### src/rtl/intr_defer_pkg.sv
// Package: shared types for the interrupt deferral controller.
// Assumes: one flag update operation per cycle.
package intr_defer_pkg;
    typedef enum logic [1:0] {
        FLAG_HOLD  = 2'd0,
        FLAG_SET   = 2'd1,
        FLAG_CLEAR = 2'd2
    } flag_op_e;
endpackage

### src/rtl/intr_defer_flag.sv
// Module: holds the pending-interrupt flag and its captured cause code.
// Assumes: op comes from the decision logic; FLAG_SET captures set_cause.
module intr_defer_flag
    import intr_defer_pkg::*;
#(
    parameter int CAUSE_W = 4
) (
    input  logic               clk,
    input  logic               rst_n,
    input  flag_op_e           op,
    input  logic [CAUSE_W-1:0] set_cause,
    input  logic               mem_busy,
    input  logic               mem_intr,
    output logic               pend,
    output logic [CAUSE_W-1:0] pend_cause
);
    // Pending flag register with synchronous reset.
    always_ff @(posedge clk) begin
        if (!rst_n) begin
            pend <= 1'b0;
        end else begin
            case (op)
                FLAG_SET:   pend <= 1'b1;
                FLAG_CLEAR: pend <= 1'b0;
                default:    pend <= pend;
            endcase
        end
    end

    // Cause capture, loaded only when the flag is set.
    always_ff @(posedge clk) begin
        if (!rst_n) begin
            pend_cause <= '0;
        end else if (op == FLAG_SET) begin
            pend_cause <= set_cause;
        end
    end

    // a memory-unit interrupt always leaves the flag clear.
    assert_drop_on_mem_intr_R6: assert property (@(posedge clk) disable iff (!rst_n)
        pend && mem_intr |=> !pend);
    // a drained memory unit releases the flag.
    assert_release_on_drain_R5: assert property (@(posedge clk) disable iff (!rst_n)
        pend && !mem_busy && !mem_intr |=> !pend);
    // captured cause does not move while pending.
    assert_cause_held_R10: assert property (@(posedge clk) disable iff (!rst_n)
        pend && $past(pend) |-> $stable(pend_cause));
endmodule

### src/rtl/intr_defer_gate.sv
// Module: combinational decision logic for issue, forwarding and flag updates.
// Assumes: pend and pend_cause come from intr_defer_flag, and mem_intr means
// an older memory instruction faulted this cycle.
module intr_defer_gate
    import intr_defer_pkg::*;
#(
    parameter int CAUSE_W = 4
) (
    input  logic               clk,
    input  logic               rst_n,
    input  logic               in_valid,
    input  logic               in_intr,
    input  logic [CAUSE_W-1:0] in_cause,
    input  logic               mem_busy,
    input  logic               mem_intr,
    input  logic               pend,
    input  logic [CAUSE_W-1:0] pend_cause,
    output flag_op_e           op,
    output logic               issue_en,
    output logic               busy,
    output logic               wb_valid,
    output logic [CAUSE_W-1:0] wb_cause
);
    logic detect;
    logic drained;

    // Classify this cycle: new condition seen, memory unit free of work.
    always_comb begin
        detect  = in_valid && in_intr && !pend;
        drained = !mem_busy && !mem_intr;
    end

    // Issue only clean instructions when nothing is parked.
    always_comb begin
        issue_en = in_valid && !in_intr && !pend;
        busy     = pend;
    end

    // Forward a request to writeback, either parked or fresh.
    always_comb begin
        wb_valid = (pend || detect) && drained;
        wb_cause = pend ? pend_cause : in_cause;
    end

    // Choose the flag update for the next edge.
    always_comb begin
        if (mem_intr) begin
            op = FLAG_CLEAR;
        end else if (pend && !mem_busy) begin
            op = FLAG_CLEAR;
        end else if (detect && mem_busy) begin
            op = FLAG_SET;
        end else begin
            op = FLAG_HOLD;
        end
    end

    // an instruction carrying an interrupt is never issued.
    assert_no_issue_on_intr_R7: assert property (@(posedge clk) disable iff (!rst_n)
        in_intr |-> !issue_en);
    // memory fault wins over a fresh condition.
    assert_no_forward_on_mem_intr_R9: assert property (@(posedge clk) disable iff (!rst_n)
        mem_intr |-> !wb_valid);
endmodule

### src/rtl/intr_defer_ctrl.sv
// Module: top of the interrupt deferral controller.
// Holds an interrupt request back while the memory unit is busy, stalls decode,
// and forwards or discards the request when the memory unit drains or faults.
// Assumes: decode honours busy_out in the cycle after it rises.
module intr_defer_ctrl
    import intr_defer_pkg::*;
#(
    parameter int CAUSE_W = 4
) (
    input  logic               clk,
    input  logic               rst_n,
    input  logic               in_valid,
    input  logic               in_intr,
    input  logic [CAUSE_W-1:0] in_cause,
    input  logic               mem_busy,
    input  logic               mem_intr,
    output logic               busy_out,
    output logic               issue_en,
    output logic               wb_intr_valid,
    output logic [CAUSE_W-1:0] wb_intr_cause
);
    flag_op_e           op;
    logic               pend;
    logic [CAUSE_W-1:0] pend_cause;

    intr_defer_gate #(.CAUSE_W(CAUSE_W)) u_gate (
        .clk        (clk),
        .rst_n      (rst_n),
        .in_valid   (in_valid),
        .in_intr    (in_intr),
        .in_cause   (in_cause),
        .mem_busy   (mem_busy),
        .mem_intr   (mem_intr),
        .pend       (pend),
        .pend_cause (pend_cause),
        .op         (op),
        .issue_en   (issue_en),
        .busy       (busy_out),
        .wb_valid   (wb_intr_valid),
        .wb_cause   (wb_intr_cause)
    );

    intr_defer_flag #(.CAUSE_W(CAUSE_W)) u_flag (
        .clk        (clk),
        .rst_n      (rst_n),
        .op         (op),
        .set_cause  (in_cause),
        .mem_busy   (mem_busy),
        .mem_intr   (mem_intr),
        .pend       (pend),
        .pend_cause (pend_cause)
    );

    // a deferred detection stalls decode on the next cycle.
    assert_stall_after_defer_R3: assert property (@(posedge clk) disable iff (!rst_n)
        in_valid && in_intr && !busy_out && mem_busy && !mem_intr |=> busy_out);
    // while stalled and memory stays busy, nothing reaches writeback.
    assert_hold_while_busy_R4: assert property (@(posedge clk) disable iff (!rst_n)
        busy_out && mem_busy |-> !wb_intr_valid);
    // a stalled request is forwarded when memory drains.
    assert_forward_on_drain_R5: assert property (@(posedge clk) disable iff (!rst_n)
        busy_out && !mem_busy && !mem_intr |-> wb_intr_valid);
endmodule

### config.mk
export PLATFORM = sky130hd
export DESIGN_NAME = intr_defer_ctrl
export DESIGN_NICKNAME = d
export VERILOG_FILES = /design/src/rtl/intr_defer_pkg.sv /design/src/rtl/intr_defer_flag.sv /design/src/rtl/intr_defer_gate.sv /design/src/rtl/intr_defer_ctrl.sv
export SDC_FILE = /design/constraint.sdc
export NUM_CORES = 1
export LEC_CHECK = 0
export ABC_AREA = 0
export BUFFER_PORTS_ARGS = -buffer_cell sky130_fd_sc_hd__buf_4
export CAP_MARGIN = 20
export CORE_AREA = 2 2 39 41
export CTS_CLUSTER_SIZE = 40
export DETAILED_ROUTE_END_ITERATION = 7
export DIE_AREA = 0 0 41 43
export HOLD_SLACK_MARGIN = 0.12
export PLACE_DENSITY = 0.5
export SYNTH_ARGS = -nofsm -noshare
export SYNTH_HDL_FRONTEND = slang
export SYNTH_SLANG_ARGS = --single-unit
### constraint.sdc
create_clock -name clk -period 2.2 [get_ports clk]
set_input_delay 0.66 -clock clk [delete_from_list [all_inputs] [get_ports clk]]
set_output_delay 0.66 -clock clk [all_outputs]
set_load 0.02 [all_outputs]
==> flow_metrics.env, run 1 <==
export IMPL_top_usage_layer="met2"
export IMPL_layout_drive_gt1_share_pct=51.9
export IMPL_die_area_um2=1760
export IMPL_postCtsHoldBufs=0
export IMPL_grt_pass1_wl_um=1060
export IMPL_yosysWarnings=0
export IMPL_hold_viol=0
export IMPL_synth_cells=34
export IMPL_outcome="complete, no violations"
export IMPL_cts_resized=0
export IMPL_crit_buf_inv=1
export IMPL_cts_clk_slew_worst_paths_ns=0.05
export IMPL_whs_endpoint="u_flag.pend_cause[3]$_SDFFE_PN0N_"
export IMPL_hpwl_um=504
export IMPL_pwr_share_comb_pct=24.8
export IMPL_drv_cap=0
export IMPL_criticalPathCategory="reg2out"
export IMPL_powerDensity_nw_per_um2=568
export IMPL_synth_area_um2=329
export IMPL_max_stage_delay_ns=0.55
export IMPL_p_clk_share_pct=39.3
export IMPL_grt_max_degree=11
export IMPL_power_mw=0.273
export IMPL_io_pins=17
export IMPL_port_buffers=16
export IMPL_rows=14
export IMPL_route_detailed_drc=0
export IMPL_leakage_nw=0.210
export IMPL_numCtsBuffers=3
export IMPL_min_from="u_flag.pend_cause[3]$_SDFFE_PN0N_"
export IMPL_drtPass1Iterations=4
export IMPL_path_cells="mux2_2, buf_4"
export IMPL_r2r_end="u_flag.pend$_SDFFE_PN0P_"
export IMPL_place_congestion=0.570
export IMPL_synth_distinct_cells=17
export IMPL_synthToLayoutAreaGrowth_pct=46.0
export IMPL_die_width_um=41
export IMPL_synth_area_top_cells="dfxtp_1, mux2_2, mux2i_1, ha_1, nor2b_1"
export IMPL_critPathSlowestCell="dfxtp_1"
export IMPL_worst_pin_slew_ns=0.385
export IMPL_slew_headroom_pct=74.3
export IMPL_final_cell_mix="buf_4, dfxtp_1, mux2_2, mux2i_1, nor2b_1"
export IMPL_syn_area_per_cell_um2=9.68
export IMPL_required_ns=1.54
export IMPL_final_common_cell="buf_4"
export IMPL_crit_arrival_ns=1.33
export IMPL_synth_top_area_share_pct=30.4
export IMPL_drt_total_wl_um=646
export IMPL_end_kind="primary output"
export IMPL_fin_crit_sh_pct=90.6
export IMPL_grt_pass1_vias=282
export IMPL_switchingPower_mw=0.0754
export IMPL_grt_setup_unrepaired="no"
export IMPL_core_um2=1380
export IMPL_initial_core_util_pct=23.8
export IMPL_ys_seq_area_share_pct=30.4
export IMPL_critical_path_top_delay_family="flip-flops"
export IMPL_clockBufferDepth=2
export IMPL_r2r_cells=5
export IMPL_ir_worst_vdd_v=0.000200
export IMPL_final_core_util_pct=34.7
export IMPL_tritoncts="yes"
export IMPL_grtUsageMet1_pct=9.39
export IMPL_netSwitchingFraction_pct=27.7
export IMPL_finalCriticalPeriod_ns=1.99
export IMPL_root_buffer="clkbuf_4"
export IMPL_internal_power_mw=0.197
export IMPL_clock_skew_ns=0.00873
export IMPL_fin_nets=65
export IMPL_antenna_found_initial=0
export IMPL_antennaDiodeCount=0
export IMPL_setup_tns_final_ns=0
export IMPL_via_count=301
export IMPL_cp_max_fo=10
export IMPL_fmax_ghz=0.502
export IMPL_hold_class="reg2reg"
export IMPL_finalSetupViolations=0
export IMPL_grt_use_total_pct=9.46
export IMPL_grt_use_met2_pct=13.8
export IMPL_worstSkewPairLatency_ns=0.25
export IMPL_ant_nets=0
export IMPL_ctsHtreeMaxLevel=1
export IMPL_p_seq_share_pct=35.9
export IMPL_whs_path_depth=2
export IMPL_r2r_start="u_flag.pend$_SDFFE_PN0P_"
export IMPL_r2r_setup_slack_ns=0.55
export IMPL_overflow=0
export IMPL_yosysTopAreaCell="dfxtp_1"
export IMPL_vias_per_cell=4.43
export IMPL_post_cts_setup_buffers=0
export IMPL_startpoint_type="register"
export IMPL_slew_violations=0
export IMPL_grt_util_met3_pct=4.71
export IMPL_cts_sinks=5
export IMPL_wl_per_cell_um=9.50
export IMPL_synth_seq_cells=5
export IMPL_die_y_um=43
export IMPL_drt_iter0_drc=1
export IMPL_synth_nets=46
power groups by stage:
| stage | clock network [mW] | logic (mW) | registers, mW |
|---|---|---|---|
| detailed placement | 0 | 0.0684 | 0.100 |
| finish | 0.107 | 0.0677 | 0.0980 |
| CTS | 0.114 | 0.0688 | 0.0982 |
| global placement | 0 | 0.0681 | 0.100 |
| global route | 0.125 | 0.0741 | 0.0985 |
| floorplan | 0 | 0.0398 | 0.0979 |
state kept, by name, summed over array words and instances (netlist names):
register / flops
u_flag.pend_cause: 4
u_flag.pend: 1
cells by family after synthesis:
kind of cell / share of synthesized area, %
AO/OA/AOI/OAI: 7.99
adder cells (fa/ha/maj): 7.60
buffers and inverters: 6.08
flip-flops: 30.4
multiplexers: 25.9
AND/OR/NAND/NOR: 22.1
metal layers:
metal / vias up / wire length [um]
met5: - / 0
met4: 0 / 0
met3: 0 / 66
met2: 14 / 306
met1: 134 / 273
li1: 153 / -
synthesized netlist by cell type:
library cell,number
nand2b_4,1
ha_1,2
nor3_1,2
buf_6,1
nand2_1,2
mux2_2,4
nor2b_1,4
nor2_1,1
a21boi_0,1
clkbuf_2,1
or2_2,1
mux2i_1,4
a21o_2,1
a21oi_1,2
or3_1,1
dfxtp_1,5
inv_1,1
final cells by class:
cell class	instances	area [um^2]
timing repair buffer	16	120
clock inverter	1	5.00
fill	162	903
clock buffer	3	22.5
sequential	5	100
tap	16	20.0
inverter	1	3.75
multi-input combinational	26	209
through the flow:
| step | hold slack [ns] | worst slack [ns] | cell area (um^2) | cells |
|---|---|---|---|---|
| 5_1_grt | 0.533 | 0.121 | 480 | 68 |
| 6_report | 0.517 | 0.207 | 480 | 68 |
| 4_1_cts | 0.519 | 0.171 | 480 | 68 |
| 2_1_floorplan | 0.477 | 0.375 | 329 | 34 |
| 3_5_place_dp | 0.508 | 0.346 | 453 | 64 |
| 3_3_place_gp | 0.496 | 0.360 | 453 | 64 |
how the worst max path moves through the flow:
stage,start,endpoint,slack (ns),cells past startpoint
3_3_place_gp,in_valid,u_flag.pend$_SDFFE_PN0P_,0.36,6
5_1_grt,u_flag.pend$_SDFFE_PN0P_,wb_intr_cause[3],0.12,2
2_1_floorplan,in_valid,wb_intr_valid,0.37,2
4_1_cts,u_flag.pend$_SDFFE_PN0P_,wb_intr_cause[3],0.17,2
6_report,u_flag.pend$_SDFFE_PN0P_,wb_intr_cause[3],0.21,2
3_5_place_dp,in_valid,u_flag.pend$_SDFFE_PN0P_,0.35,6
worst register-to-register path, cell delays in order, from the launching register on:
cell and delay, ns:
dfxtp_1 0.42, nand2b_4 0.20, or3_1 0.34, ha_1 0.20, or2_2 0.26, a21boi_0 0.15
Note: power is estimated with default switching activity, not from simulation.
==> run 2, diff against run 1 <==
CORE_AREA = 3 3 40 42   (was 2 2 39 41)
DIE_AREA = 0 0 43 45   (was 0 0 41 43)
==> run 2 against run 1 <==
  * Final area decreased by 0.52%
  * Sequential cell count did not move
  * Hold slack got worse by 0.0019 ns
  * Die area rose by 9.8%
  * Routed wire length up 0.62%
  * Register-to-register slack is essentially flat
  * Largest cell class unchanged
  * Non-clock buffer count did not move
  * Combinational power is essentially flat
==> flow_metrics.env, run 2 (synthesized netlist as in run 1, its figures left out) <==
export IMPL_hold_viol=0
export IMPL_synthToLayoutAreaGrowth_pct=45.2
export IMPL_route_detailed_drc=0
export IMPL_drtPass1Iterations=1
export IMPL_path_cells="mux2_2, buf_4"
export IMPL_final_common_cell="buf_4"
export IMPL_tritoncts="yes"
export IMPL_cp_max_fo=10
export IMPL_clock_skew_ns=0.00223
export IMPL_power_mw=0.270
export IMPL_port_buffers=16
export IMPL_r2r_cells=5
export IMPL_r2r_start="u_flag.pend$_SDFFE_PN0P_"
export IMPL_post_cts_setup_buffers=0
export IMPL_numCtsBuffers=3
export IMPL_antenna_found_initial=0
export IMPL_fmax_ghz=0.509
export IMPL_grt_setup_unrepaired="no"
export IMPL_r2r_end="u_flag.pend$_SDFFE_PN0P_"
export IMPL_slew_violations=0
export IMPL_drt_total_wl_um=650
export IMPL_top_register="u_flag.pend_cause"
export IMPL_place_congestion=0.645
export IMPL_hpwl_um=518
export IMPL_core_um2=1280
export IMPL_drv_cap=0
export IMPL_criticalPathCategory="reg2out"
export IMPL_powerDensity_nw_per_um2=565
export IMPL_critPathSlowestCell="dfxtp_1"
export IMPL_slew_headroom_pct=75.7
export IMPL_cts_resized=0
export IMPL_post_dp_cell_area_um2=452
export IMPL_grt_max_degree=11
export IMPL_layout_drive_gt1_share_pct=50.0
export IMPL_die_width_um=43
export IMPL_leakage_nw=0.207
export IMPL_io_pins=17
export IMPL_clockBufferDepth=2
export IMPL_setup_tns_final_ns=0
export IMPL_finalCriticalPeriod_ns=1.97
export IMPL_whs_path_depth=2
export IMPL_largest_reg_flops=4
export IMPL_reg_top3="u_flag.pend_cause (4), u_flag.pend (1)"
export IMPL_max_stage_delay_ns=0.53
export IMPL_final_cells=67
export IMPL_cts_sinks=5
export IMPL_ir_worst_vdd_v=0.000284
export IMPL_antennaDiodeCount=0
export IMPL_grt_pass1_wl_um=1190
export IMPL_final_core_util_pct=37.2
export IMPL_fin_crit_sh_pct=89.3
export IMPL_dp_cells=63
export IMPL_wl_per_cell_um=9.70
export IMPL_rows=13
export IMPL_outcome="complete, no violations"
export IMPL_min_from="u_flag.pend_cause[3]$_SDFFE_PN0N_"
export IMPL_ant_nets=0
export IMPL_worst_pin_slew_ns=0.364
export IMPL_overflow=0
export IMPL_via_count=290
export IMPL_postCtsHoldBufs=0
export IMPL_final_cell_mix="buf_4, dfxtp_1, mux2_2, mux2i_1, nor2b_1"
export IMPL_whs_endpoint="u_flag.pend_cause[3]$_SDFFE_PN0N_"
export IMPL_root_buffer="clkbuf_4"
export IMPL_finalSetupViolations=0
export IMPL_startpoint_type="register"
export IMPL_cts_clk_slew_worst_paths_ns=0.04
export IMPL_crit_arrival_ns=1.31
export IMPL_worstSkewPairLatency_ns=0.24
export IMPL_ctsHtreeMaxLevel=1
export IMPL_die_area_um2=1940
export IMPL_die_y_um=45
export IMPL_hold_class="reg2reg"
export IMPL_required_ns=1.54
export IMPL_drt_iter0_drc=0
export IMPL_end_kind="primary output"
export IMPL_r2r_setup_slack_ns=0.56
export IMPL_grt_use_total_pct=8.66
export IMPL_grt_pass1_vias=296
export IMPL_vias_per_cell=4.33
export IMPL_fin_nets=65
export IMPL_initial_core_util_pct=25.6
export IMPL_final_area_um2=478
## run 2: how the worst max path moves through the flow
stage | startpoint | endpoint | slack, ns | cells after the start
after floorplan | in_valid | wb_intr_valid | 0.37 | 2
after global placement | mem_intr | u_flag.pend$_SDFFE_PN0P_ | 0.35 | 5
after detailed placement | in_valid | u_flag.pend$_SDFFE_PN0P_ | 0.35 | 6
after CTS | u_flag.pend$_SDFFE_PN0P_ | wb_intr_cause[0] | 0.21 | 2
after global routing | u_flag.pend$_SDFFE_PN0P_ | wb_intr_cause[0] | 0.16 | 2
final | u_flag.pend$_SDFFE_PN0P_ | wb_intr_cause[0] | 0.23 | 2
## run 2: area by class of cell
type                       instances  area, um^2
fill                             144         807
multi-input combinational         26         209
tap                               15        18.8
clock buffer                       4        26.3
sequential                         5         100
timing repair buffer              16         120
inverter                           1        3.75
## run 2: critical path, delay by kind of cell (launching register included)
kind,cells,cell delay (ns)
buf+inv,1,0.16
mux,1,0.38
flops,1,0.53
## run 2: where the power goes
part	leakage, nW	internal [mW]	switching, mW
Clock	0.0150	0.0685	0.0361
Combinational	0.152	0.0382	0.0295
Sequential	0.0405	0.0933	0.00462
Total	0.207	0.200	0.0702
## run 2: through the flow
step                worst slack [ns]  hold WS (ns)
finish                         0.234         0.515
global route                   0.162         0.556
CTS                            0.205         0.519
detailed placement             0.352         0.510
floorplan                      0.375         0.477
global placement               0.349         0.499
## run 2: routing by layer
layer / part of all wire [%] / global-route usage (%)
met5: 0 / 0
met2: 44 / 12.9
met3: 13 / 2.79
met1: 43 / 9.40
met4: 0.77 / 9.04
==> run 3, diff against run 2 <==
clock period = 2.21 ns   (was 2.2 ns; I/O delays follow)
==> run 3 against run 2 <==
  * Combinational power is essentially flat
  * Critical path depth did not move
  * Sequential cell count unchanged
  * Register-to-register slack about the same
  * Non-clock buffer count is the same
  * Hold slack improved by 0.0031 ns
  * Via count grew 1.7%
  * Die area unchanged
  * Largest cell class unchanged
==> flow_metrics.env, run 3 (synthesized netlist as in run 1, its figures left out) <==
export IMPL_cp_endpoint="wb_intr_cause[0]"
export IMPL_clockBufferDepth=2
export IMPL_antennaDiodeCount=0
export IMPL_cts_sinks=5
export IMPL_die_y_um=45
export IMPL_place_ws_ns=0.350
export IMPL_outcome="complete, no violations"
export IMPL_clock_skew_ns=0.00291
export IMPL_core_um2=1280
export IMPL_r2r_end="u_flag.pend$_SDFFE_PN0P_"
export IMPL_die_area_um2=1940
export IMPL_antenna_found_initial=0
export IMPL_internal_power_mw=0.199
export IMPL_root_buffer="clkbuf_4"
export IMPL_setup_tns_final_ns=0
export IMPL_path_depth=2
export IMPL_place_congestion=0.611
export IMPL_path_cells="mux2_2, buf_4"
export IMPL_slew_headroom_pct=75.7
export IMPL_wl_per_cell_um=10.2
export IMPL_largest_reg_flops=4
export IMPL_r2r_start="u_flag.pend$_SDFFE_PN0P_"
export IMPL_required_ns=1.55
export IMPL_cts_clk_slew_worst_paths_ns=0.05
export IMPL_ctsHtreeMaxLevel=1
export IMPL_cts_resized=0
export IMPL_worst_pin_slew_ns=0.364
export IMPL_critical_path_top_delay_family="flip-flops"
export IMPL_criticalPathCategory="reg2out"
export IMPL_initial_core_util_pct=25.6
export IMPL_grt_max_degree=11
export IMPL_end_kind="primary output"
export IMPL_rows=13
export IMPL_top_register="u_flag.pend_cause"
export IMPL_via_count=295
export IMPL_leakage_nw=0.207
export IMPL_slew_violations=0
export IMPL_drtPass1Iterations=2
export IMPL_pwr_share_comb_pct=24.7
export IMPL_finalSetupViolations=0
export IMPL_p_seq_share_pct=35.7
export IMPL_grt_setup_unrepaired="no"
export IMPL_grt_pass1_vias=298
export IMPL_cp_max_fo=10
export IMPL_ir_worst_vdd_v=0.000288
export IMPL_io_pins=17
export IMPL_r2r_cells=5
export IMPL_worstSkewPairLatency_ns=0.24
export IMPL_grt_pass1_wl_um=1200
export IMPL_drv_cap=0
export IMPL_reg_top3="u_flag.pend_cause (4), u_flag.pend (1)"
export IMPL_fin_nets=65
export IMPL_netSwitchingFraction_pct=27.0
export IMPL_drt_iter0_drc=4
export IMPL_setup_slack_ns=0.236
export IMPL_crit_arrival_ns=1.31
export IMPL_hpwl_um=521
export IMPL_fmax_ghz=0.507
export IMPL_final_common_cell="buf_4"
export IMPL_synthToLayoutAreaGrowth_pct=45.2
export IMPL_postCtsHoldBufs=0
export IMPL_drt_total_wl_um=686
export IMPL_p_clk_share_pct=39.6
export IMPL_critPathSlowestCell="dfxtp_1"
export IMPL_worst_hold_slack_ns=0.518
export IMPL_finalCriticalPeriod_ns=1.97
export IMPL_die_width_um=43
export IMPL_crit_buf_inv=1
export IMPL_power_mw=0.273
export IMPL_r2r_setup_slack_ns=0.57
export IMPL_fin_crit_sh_pct=89.3
export IMPL_grt_use_total_pct=9.56
export IMPL_ant_nets=0
export IMPL_tritoncts="yes"
export IMPL_switchingPower_mw=0.0738
export IMPL_final_cell_mix="buf_4, dfxtp_1, mux2_2, mux2i_1, nor2b_1"
export IMPL_post_cts_setup_buffers=0
export IMPL_max_stage_delay_ns=0.53
export IMPL_port_buffers=16
export IMPL_overflow=0
export IMPL_layout_drive_gt1_share_pct=50.0
export IMPL_hold_viol=0
export IMPL_powerDensity_nw_per_um2=572
export IMPL_vias_per_cell=4.40
export IMPL_setup_worst_path_start="u_flag.pend$_SDFFE_PN0P_"
export IMPL_route_detailed_drc=0
export IMPL_startpoint_type="register"
export IMPL_numCtsBuffers=3
export IMPL_hold_class="reg2reg"
-- run 3: cell counts in the layout (fill, tap and decap cells not counted) --
Identical to the previous run, type by type.
-- run 3: how the worst min path moves through the flow --
stage	to	from	cells past startpoint	slack, ns
2_1_floorplan	u_flag.pend_cause[0]$_SDFFE_PN0N_	u_flag.pend_cause[0]$_SDFFE_PN0N_	2	0.48
6_report	u_flag.pend_cause[2]$_SDFFE_PN0N_	u_flag.pend_cause[2]$_SDFFE_PN0N_	2	0.52
3_5_place_dp	u_flag.pend_cause[0]$_SDFFE_PN0N_	u_flag.pend_cause[0]$_SDFFE_PN0N_	2	0.50
5_1_grt	u_flag.pend_cause[1]$_SDFFE_PN0N_	u_flag.pend_cause[1]$_SDFFE_PN0N_	2	0.55
3_3_place_gp	u_flag.pend_cause[0]$_SDFFE_PN0N_	u_flag.pend_cause[0]$_SDFFE_PN0N_	2	0.50
4_1_cts	u_flag.pend_cause[0]$_SDFFE_PN0N_	u_flag.pend_cause[0]$_SDFFE_PN0N_	2	0.51
-- run 3: routing by layer --
layer / GRT usage, % / vias up / wire length, um
met1: 8.87 / 128 / 275
met2: 13.5 / 15 / 312
met5: 0 / - / 0
li1: - / 150 / -
met3: 5.98 / 2 / 93
met4: 10.8 / 0 / 4
-- run 3: through the flow --
| step | utilization, % | cell area, um^2 | cells |
|---|---|---|---|
| floorplan | - | 329 | 34 |
| global placement | 35.2 | 452 | 63 |
| detailed placement | 35.2 | 452 | 63 |
| CTS | 37.2 | 478 | 67 |
| global route | 37.2 | 478 | 67 |
| finish | 37.2 | 478 | 67 |
-- run 3: worst min-delay path: cells and delay by family, from the launching register on --
kind          cells  cell delay (ns)
simple gates      1             0.09
flops             1             0.33
mux               1             0.07
-- run 3: area by class of cell --
cell class	count	area [um^2]
multi-input combinational	26	209
tap	15	18.8
fill	145	807
sequential	5	100
clock buffer	4	26.3
timing repair buffer	16	120
inverter	1	3.75
-- run 3: power groups by stage --
stage                     Sequential [mW]  Clock (mW)  Combinational, mW
after floorplan                    0.0974           0             0.0396
after global placement             0.0993           0             0.0684
after detailed placement           0.0994           0             0.0680
after CTS                          0.0978       0.115             0.0684
after global routing               0.0980       0.130             0.0744
final                              0.0974       0.108             0.0675
